==> src/rtl/mpr_pkg.sv <==
package mpr_pkg;

    // Frame reception states
    typedef enum logic [2:0] {
        ST_IDLE,
        ST_START,
        ST_DATA,
        ST_MPB,
        ST_STOP
    } rx_state_t;

    // Action taken on a completed frame
    typedef enum logic [2:0] {
        ACT_NONE,
        ACT_FRAMING,
        ACT_SKIP,
        ACT_OVERRUN,
        ACT_LOAD
    } rx_act_t;

endpackage

==> src/rtl/mpr_sync.sv <==
module mpr_sync #(
    parameter int STAGES = 2
) (
    input  logic clk,
    input  logic rst_n,
    input  logic din,
    output logic dout
);

    logic [STAGES-1:0] chain;

    generate
        if (STAGES == 1) begin : g_single
            always_ff @(posedge clk) begin
                if (!rst_n) chain <= 1'b1;
                else        chain <= din;
            end
        end else begin : g_multi
            always_ff @(posedge clk) begin
                if (!rst_n) chain <= '1;
                else        chain <= {chain[STAGES-2:0], din};
            end
        end
    endgenerate

    assign dout = chain[STAGES-1];

endmodule

==> src/rtl/mpr_frame.sv <==
module mpr_frame
    import mpr_pkg::*;
#(
    parameter int DATA_W = 8,
    parameter int OVS    = 16
) (
    input  logic              clk,
    input  logic              rst_n,
    input  logic              tick,
    input  logic              line,
    output logic              done,
    output logic [DATA_W-1:0] shreg,
    output logic              mpb,
    output logic              stop_ok
);

    localparam int CNT_W = (OVS > 2) ? $clog2(OVS) : 1;
    localparam int IDX_W = (DATA_W > 2) ? $clog2(DATA_W) : 1;
    localparam logic [CNT_W-1:0] CNT_END  = CNT_W'(OVS - 1);
    localparam logic [CNT_W-1:0] CNT_HALF = CNT_W'(OVS / 2 - 1);
    localparam logic [IDX_W-1:0] IDX_LAST = IDX_W'(DATA_W - 1);

    rx_state_t        state, state_n;
    logic [CNT_W-1:0] cnt;
    logic [IDX_W-1:0] idx;
    logic             at_end;
    logic             at_half;

    assign at_end  = tick && (cnt == CNT_END);
    assign at_half = tick && (cnt == CNT_HALF);

    // State register
    always_ff @(posedge clk) begin
        if (!rst_n) state <= ST_IDLE;
        else        state <= state_n;
    end

    // Next-state decisions
    always_comb begin
        state_n = state;
        unique case (state)
            ST_IDLE:  if (tick && !line) state_n = ST_START;
            ST_START: if (at_half)       state_n = line ? ST_IDLE : ST_DATA;
            ST_DATA:  if (at_end && idx == IDX_LAST) state_n = ST_MPB;
            ST_MPB:   if (at_end)        state_n = ST_STOP;
            ST_STOP:  if (at_end)        state_n = ST_IDLE;
            default:                     state_n = ST_IDLE;
        endcase
    end

    // Counters, sampled bits and completion pulse
    always_ff @(posedge clk) begin
        if (!rst_n) begin
            cnt     <= '0;
            idx     <= '0;
            shreg   <= '0;
            mpb     <= 1'b0;
            stop_ok <= 1'b1;
            done    <= 1'b0;
        end else begin
            done <= 1'b0;
            if (state_n != state || state == ST_IDLE) begin
                cnt <= '0;
            end else if (tick) begin
                cnt <= (cnt == CNT_END) ? '0 : cnt + 1'b1;
            end
            unique case (state)
                ST_IDLE: begin
                    idx <= '0;
                end
                ST_START: begin
                    idx <= '0;
                end
                ST_DATA: begin
                    if (at_end) begin
                        shreg <= {line, shreg[DATA_W-1:1]};
                        idx   <= idx + 1'b1;
                    end
                end
                ST_MPB: begin
                    if (at_end) mpb <= line;
                end
                ST_STOP: begin
                    if (at_end) begin
                        stop_ok <= line;
                        done    <= 1'b1;
                    end
                end
                default: begin
                    idx <= '0;
                end
            endcase
        end
    end

endmodule

==> src/rtl/mpr_accept.sv <==
module mpr_accept
    import mpr_pkg::*;
#(
    parameter int DATA_W = 8
) (
    input  logic              clk,
    input  logic              rst_n,
    input  logic              done,
    input  logic [DATA_W-1:0] frame_data,
    input  logic              frame_mpb,
    input  logic              frame_stop_ok,
    input  logic              mp_set,
    input  logic              rd_clr,
    output logic [DATA_W-1:0] rx_data,
    output logic              rx_full,
    output logic              rx_mpb,
    output logic              rx_irq,
    output logic              mp_en,
    output logic              frm_err,
    output logic              ovr_err
);

    rx_act_t act;

    // Sort the completed frame into one action
    always_comb begin
        act = ACT_NONE;
        if (done) begin
            if (!frame_stop_ok)              act = ACT_FRAMING;
            else if (mp_en && !frame_mpb)    act = ACT_SKIP;
            else if (rx_full && !rd_clr)     act = ACT_OVERRUN;
            else                             act = ACT_LOAD;
        end
    end

    // Output registers
    always_ff @(posedge clk) begin
        if (!rst_n) begin
            rx_data <= '0;
            rx_full <= 1'b0;
            rx_mpb  <= 1'b0;
            rx_irq  <= 1'b0;
            mp_en   <= 1'b0;
            frm_err <= 1'b0;
            ovr_err <= 1'b0;
        end else begin
            rx_irq <= 1'b0;
            if (rd_clr) begin
                rx_full <= 1'b0;
                frm_err <= 1'b0;
                ovr_err <= 1'b0;
            end
            if (mp_set) mp_en <= 1'b1;
            unique case (act)
                ACT_NONE:    ;
                ACT_SKIP:    ;
                ACT_FRAMING: frm_err <= 1'b1;
                ACT_OVERRUN: ovr_err <= 1'b1;
                ACT_LOAD: begin
                    rx_data <= frame_data;
                    rx_full <= 1'b1;
                    rx_mpb  <= frame_mpb;
                    rx_irq  <= 1'b1;
                    if (frame_mpb && !mp_set) mp_en <= 1'b0;
                end
                default: ;
            endcase
        end
    end

endmodule

==> src/rtl/mp_uart_rx.sv <==
module mp_uart_rx #(
    parameter int DATA_W      = 8,
    parameter int OVS         = 16,
    parameter int SYNC_STAGES = 2
) (
    input  logic              clk,
    input  logic              rst_n,
    input  logic              rxd,
    input  logic              baud_tick,
    input  logic              mp_set,
    input  logic              rd_clr,
    output logic [DATA_W-1:0] rx_data,
    output logic              rx_full,
    output logic              rx_mpb,
    output logic              rx_irq,
    output logic              mp_en,
    output logic              frm_err,
    output logic              ovr_err
);

    logic              line_s;
    logic              f_done;
    logic [DATA_W-1:0] f_data;
    logic              f_mpb;
    logic              f_stop_ok;

    mpr_sync #(.STAGES(SYNC_STAGES)) u_sync (
        .clk  (clk),
        .rst_n(rst_n),
        .din  (rxd),
        .dout (line_s)
    );

    mpr_frame #(.DATA_W(DATA_W), .OVS(OVS)) u_frame (
        .clk    (clk),
        .rst_n  (rst_n),
        .tick   (baud_tick),
        .line   (line_s),
        .done   (f_done),
        .shreg  (f_data),
        .mpb    (f_mpb),
        .stop_ok(f_stop_ok)
    );

    mpr_accept #(.DATA_W(DATA_W)) u_accept (
        .clk          (clk),
        .rst_n        (rst_n),
        .done         (f_done),
        .frame_data   (f_data),
        .frame_mpb    (f_mpb),
        .frame_stop_ok(f_stop_ok),
        .mp_set       (mp_set),
        .rd_clr       (rd_clr),
        .rx_data      (rx_data),
        .rx_full      (rx_full),
        .rx_mpb       (rx_mpb),
        .rx_irq       (rx_irq),
        .mp_en        (mp_en),
        .frm_err      (frm_err),
        .ovr_err      (ovr_err)
    );

endmodule

==> config.mk <==
export PLATFORM = sky130hd
export DESIGN_NAME = mp_uart_rx
export DESIGN_NICKNAME = d
export VERILOG_FILES = /design/src/rtl/mpr_pkg.sv /design/src/rtl/mpr_sync.sv /design/src/rtl/mpr_frame.sv /design/src/rtl/mpr_accept.sv /design/src/rtl/mp_uart_rx.sv
export SDC_FILE = /design/constraint.sdc
export NUM_CORES = 1
export LEC_CHECK = 0
export BUFFER_PORTS_ARGS = -buffer_cell sky130_fd_sc_hd__clkbuf_2
export CAP_MARGIN = 20
export CORE_ASPECT_RATIO = 1.5
export CORE_MARGIN = 2
export CORE_UTILIZATION = 32
export DETAILED_ROUTE_END_ITERATION = 10
export GPL_TIMING_DRIVEN = 0
export HOLD_SLACK_MARGIN = 0.06
export SETUP_SLACK_MARGIN = 0.2
export SLEW_MARGIN = 20
export SYNTH_ARGS = -nofsm -noshare
export SYNTH_HDL_FRONTEND = slang
export SYNTH_HIERARCHICAL = 1
export SYNTH_SLANG_ARGS = --single-unit
export TNS_END_PERCENT = 10
==> constraint.sdc <==
create_clock -name clk -period 2.2 [get_ports clk]
set_clock_uncertainty 0.1 [all_clocks]
set_input_delay 0 -clock clk [delete_from_list [all_inputs] [get_ports clk]]
set_output_delay 0 -clock clk [all_outputs]
set_load 0.02 [all_outputs]
==> impl_metrics.toml, run 1 <==
[worst_setup_path]
cp_max_fo = 10
end_kind = "flop"
worstSetupStartpointType = "flop"
cpMaxStageDelayCell = "dfxtp_1"
reg2reg_setup_slack_ns = 0.37
critical_path_class = "flop to flop"
max_stage_delay_ns = 0.41
path_cells = "ha_2 -> nand4_1 -> nor3_2 -> buf_4 -> mux2i_1 -> nor2b_1"
crit_arrival_ns = 1.92
required_ns = 2.29

[synthesis]
syn_avg_cell_area_um2 = 9.59
yosysTopAreaCellShare_pct = 45.7
synth_cells = 169
netlist_top_cells_area = "dfxtp_1 (46%), mux2i_1 (12%), nand2_1 (5.6%)"
seq_area_frac_synth_pct = 45.7
ys_ff_latch = 37
synth-edff-count = 0
synth_area_um2 = 1620
synth_nets = 178
yosys_warnings = 6
synth-main-ff-cell = "dfxtp_1"
async_reset_ff_share_pct = 0
yosysTopAreaCell = "dfxtp_1"
synth_cell_types = 43

[cts]
clock_latency_ns = 0.29
clk_path_buf_depth = 2
cts.sinks = 37
root_buffer = "clkbuf_8"
cts_max_level = 2
cts_tree = "yes"
clk_pin_slew_ns = 0.08
numCtsBuffers = 5

[global_routing]
grt_max_degree = 13
grt_overflow = 0
track_usage_pct = 12.3
grt_pass1_wl_um = 5550
antenna_found_initial = 0
grt_pass1_vias = 1178

[timing]
finalCritPeriodShare_pct = 83.3
tightest_slew_ns = 0.464
layout_min_cycle_time_ns = 1.83
relSlewSlack_pct = 68.7
maxSlewViolCount = 0
setup_slack_ns = 0.366
hold_viol_final = 0
rsz0062_at_grt = "false"
setup_violations = 0
tns_ns = 0
max_freq_mhz = 545

[power_and_ir_drop]
power_density_nw_per_um2 = 681
p_leak_nw = 0.724
vdd_ir_drop_max_mv = 0.292

[placed_design]
io_buffers = 18
place_congestion = 0.732
dp_slack_ns = 0.278
dp_hpwl_um = 2190

[detailed_routing]
met1_length_um = 1450
top_layer_used = "met4"
first_iter_violations = 39
drc = 0
viasPerCell = 4.75
met3_length_um = 93
final_antenna_net_count = 0
wl_met2_um = 1560
wl_um = 3180
avgRoutedWirePerCell_um = 11.9
vias = 1273
drtPass1Iterations = 4

[layout]
drive_gt1_share_pct = 20.8
diodes = 0
most-common-layout-cells = "dfxtp_1 (37), nand2_1 (24), clkbuf_2 (20), mux2i_1 (20), nor2b_1 (11)"
syn_to_final_growth_pct = 22.4
final_common_cell = "dfxtp_1"
num-nets-final = 210

[die]
dieArea_um2 = 5660
die_x_um = 62.1
rows = 31
coreArea_um2 = 4850
ios = 20
initial_core_util_pct = 33.4
die_h_um = 91.2

[run_status]
status = "complete, no violations"

[flow_run]
max_cap_violations = 0

[worst_hold_path]
hold_path.class = "flop to flop"
==> synth_stat cells (2+ instances only) <==
cell type,count
a21oi_1,2
a31oi_1,2
and2_1,2
buf_2,3
buf_6,2
clkbuf_1,3
clkbuf_2,2
dfxtp_1,37
ha_1,3
inv_1,3
mux2i_1,20
nand2_1,24
nand2b_1,4
nand3_1,4
nor2_1,5
nor2b_1,11
nor3_1,8
nor3b_1,2
o21a_1,3
o21ai_0,6
==> state kept, by name, summed over array words and instances, names as in the netlist <==
signal            cells
u_frame/state         3
u_sync/chain          2
u_frame/done          1
u_frame/shreg         8
u_frame/idx           3
u_accept/rx_irq       1
u_frame/cnt           4
u_accept/rx_mpb       1
u_accept/frm_err      1
u_frame/mpb           1
u_accept/rx_data      8
u_accept/rx_full      1
u_accept/mp_en        1
u_accept/ovr_err      1
u_frame/stop_ok       1
==> report_power, final <==
part | total, W | switching, W | internal, W
Combinational | 0.0000516 | 0.0000284 | 0.0000232
Sequential | 0.000676 | 0.00000357 | 0.000673
Clock | 0.000622 | 0.000253 | 0.000369
Total | 0.00135 | 0.000285 | 0.00106
==> worst max-delay path, delay by kind of cell, from the launching register on <==
family	cells	cell delay (ns)
flops	1	0.41
buf+inv	1	0.24
fa+ha+maj	1	0.26
simple gates	3	0.49
mux	1	0.23
==> repair_timing <==
action	in CTS	in global routing
buffers inserted	0	1
endpoints found under the setup margin	0	8
endpoints found under the hold margin	12	0
hold buffers	6	0
resized for setup	0	1
==> metal layers <==
layer / vias to the layer above / global-route usage [%]
met3: 6 / 3.35
li1: 651 / -
met2: 20 / 20.4
met4: 0 / 6.67
met1: 596 / 14.2
met5: - / 0
==> cells by family after synthesis <==
logic type | Yosys count | share of synthesized area (%)
flip-flops | 37 | 45.7
AO/OA/AOI/OAI | 24 | 10.4
AND/OR/NAND/NOR | 70 | 23.9
XOR/XNOR | 1 | 0.541
buffers and inverters | 14 | 4.79
adder cells (fa/ha/maj) | 3 | 2.32
multiplexers | 20 | 12.4
==> per-stage QoR <==
step	hold WS (ns)	cells	power (W)	utilization [%]	cell area, um^2
floorplan	-0.0270	169	0.000720	-	1620
global placement	0.0870	253	0.000736	37.0	1790
detailed placement	0.0869	253	0.000736	37.0	1790
CTS	0.310	267	0.00137	40.7	1970
global route	0.329	268	0.00141	40.9	1980
finish	0.309	268	0.00135	40.9	1980
==> cell type report <==
cell class	count	area [um^2]
Buffer	11	66.3
Clock buffer	6	82.6
Clock inverter	2	37.5
Fill cell	499	2870
Inverter	3	11.3
Multi-Input combinational cell	118	805
Sequential cell	37	741
Tap cell	66	82.6
Timing Repair Buffer	25	158
==> path summary, 6_finish.rpt <==
kind / end / start / cells after the start
hold reg to reg: u_sync/chain[1]$_SDFF_PN1_ / u_sync/chain[0]$_SDFF_PN1_ / 1
setup reg to reg: u_frame/shreg[6]$_SDFFE_PN0P_ / u_frame/cnt[0]$_SDFFE_PP0P_ / 6
hold / removal: u_sync/chain[1]$_SDFF_PN1_ / u_sync/chain[0]$_SDFF_PN1_ / 1
setup / recovery: u_frame/shreg[6]$_SDFFE_PN0P_ / u_frame/cnt[0]$_SDFFE_PP0P_ / 6
Power figures use the tool's default switching activity.
==> run 2: changes to the inputs <==
==> constraint.sdc (replaced) <==
create_clock -name clk -period 1.59 [get_ports clk]
set_clock_uncertainty 0.1 [all_clocks]
set_input_delay 0 -clock clk [delete_from_list [all_inputs] [get_ports clk]]
set_output_delay 0 -clock clk [all_outputs]
set_load 0.02 [all_outputs]
==> impl_metrics.toml, run 2 (synthesis gave the netlist of run 1 again) <==
[run_status]
status = "finished, violations left"
failed_checks = "setup timing"

[layout]
drive_gt1_share_pct = 29.9
most-common-layout-cells = "dfxtp_1 (33), nand2_1 (24), mux2i_1 (20)"
final_common_cell = "dfxtp_1"
diodes = 0
fin_util_pct = 43.7
largestRegisters = "u_accept/rx_data x8, u_frame/shreg x8, u_frame/cnt x4"
num-nets-final = 219
syn_to_final_growth_pct = 30.8
fin_area_um2 = 2120

[worst_setup_path]
cp_max_fo = 6
reg2reg_setup_slack_ns = -0.06
worstReg2RegStart = "u_sync/chain[1]$_SDFF_PN1_"
end_kind = "flop"
worstSetupStartpointType = "flop"
crit_arrival_ns = 1.73
r2r-end = "u_frame/cnt[0]$_SDFFE_PP0P_"
r2r_cells = 4
required_ns = 1.67
critPathLaunch = "u_sync/chain[1]$_SDFF_PN1_"
critical_path_class = "flop to flop"

[power_and_ir_drop]
vdd_ir_drop_max_mv = 0.545
power_density_nw_per_um2 = 869
p_sw_w = 0.000411
switching_share_pct = 22.3
pwr-share-comb_pct = 4.2
clkPwrFrac_pct = 45.1
p_int_w = 0.00143
p_leak_nw = 0.783
p_seq_share_pct = 50.7

[worst_hold_path]
hold_depth = 4
worstHoldEndpoint = "u_frame/cnt[3]$_SDFFE_PP0P_"
hp-start = "baud_tick"
hold_path.class = "input port to flop"

[die]
initial_core_util_pct = 33.4
die_x_um = 62.1
coreArea_um2 = 4850
die_h_um = 91.2
ios = 20
dieArea_um2 = 5660
rows = 31

[cts]
cts_tree = "yes"
clock_latency_ns = 0.29
root_buffer = "clkbuf_8"
numCtsBuffers = 5
cts_max_level = 2
cts.sinks = 37
clk_path_buf_depth = 2
clk_pin_slew_ns = 0.08

[placed_design]
dpl_cell_area_um2 = 1810
io_buffers = 18
place_congestion = 0.723
dp_hpwl_um = 2260

[timing]
rsz0062_at_grt = "true"
setup_violations = 3
max_freq_mhz = 607
maxSlewViolCount = 0
finalCritPeriodShare_pct = 104
tightest_slew_ns = 0.487
relSlewSlack_pct = 67.5
setup_slack_ns = -0.0584
hold_viol_final = 0
layout_min_cycle_time_ns = 1.65
tns_ns = -0.160

[flow_run]
max_cap_violations = 0

[detailed_routing]
wl_um = 3460
drtPass1Iterations = 6
first_iter_violations = 30
drc = 0
avgRoutedWirePerCell_um = 12.5
vias = 1324
final_antenna_net_count = 0
viasPerCell = 4.78

[global_routing]
grt_max_degree = 14
antenna_found_initial = 0
grt_pass1_wl_um = 5850
track_usage_pct = 13.0
grt_overflow = 0
grt_pass1_vias = 1267
-- run 2: cell types whose count changed in the layout (fill, tap and decap cells not counted), sizes merged --
cell / previous run / this run
clkbuf: 29 / 27
buf: 7 / 17
clkinv: 0 / 1
-- run 2: layer usage --
metal	track usage, %	share of wire (%)
met3	3.10	2.1
met2	23.3	52
met5	0	0
met1	14.5	44
met4	6.11	2.3
-- run 2: final cells by class --
type | count | area [um^2]
timing repair buffer | 34 | 229
clock inverter | 3 | 46.3
fill | 489 | 2730
inverter | 3 | 11.3
sequential | 37 | 751
multi-input combinational | 118 | 857
buffer | 11 | 73.8
tap | 66 | 82.6
clock buffer | 5 | 68.8
-- run 2: what timing repair did --
item,in CTS,in global routing
buffers inserted,4,5
setup endpoints to repair,20,21
resized for setup,8,15
pin swaps,4,3
cloned,0,1
hold buffers,6,0
hold endpoints to repair,12,0
-- run 2: worst max-delay path by stage --
| stage | endpoint | cells past startpoint |
|---|---|---|
| 2_1_floorplan | u_frame/cnt[0]$_SDFFE_PP0P_ | 5 |
| 3_3_place_gp | u_frame/cnt[3]$_SDFFE_PP0P_ | 5 |
| 3_5_place_dp | u_frame/cnt[1]$_SDFFE_PP0P_ | 4 |
| 4_1_cts | u_frame/cnt[0]$_SDFFE_PP0P_ | 5 |
| 5_1_grt | u_frame/cnt[0]$_SDFFE_PP0P_ | 4 |
| 6_report | u_frame/cnt[0]$_SDFFE_PP0P_ | 4 |
-- run 2: critical path, stage by stage (launching register included) --
cell	delay, ns
dfxtp_2	0.36
or4b_1	0.53
a211o_1	0.28
a21oi_2	0.19
nor3_1	0.07
-- run 2: power groups by stage --
| stage | clock network [W] | logic, W | registers, W |
|---|---|---|---|
| 6_report | 0.000831 | 0.0000778 | 0.000933 |
| 5_1_grt | 0.000898 | 0.0000854 | 0.000935 |
| 4_1_cts | 0.000848 | 0.0000754 | 0.000933 |
| 3_5_place_dp | 0 | 0.0000618 | 0.000958 |
| 3_3_place_gp | 0 | 0.0000610 | 0.000958 |
| 2_1_floorplan | 0 | 0.0000380 | 0.000959 |
-- run 2: through the flow --
stage / setup WS [ns] / hold slack, ns / instances / total power, W
after floorplan: 0.0268 / -0.0270 / 169 / 0.000996
after global placement: -0.121 / 0.0848 / 253 / 0.00102
after detailed placement: -0.142 / 0.0856 / 253 / 0.00102
after CTS: -0.0656 / 0.0764 / 271 / 0.00186
after global routing: -0.126 / 0.115 / 277 / 0.00192
final: -0.0584 / 0.0795 / 277 / 0.00184
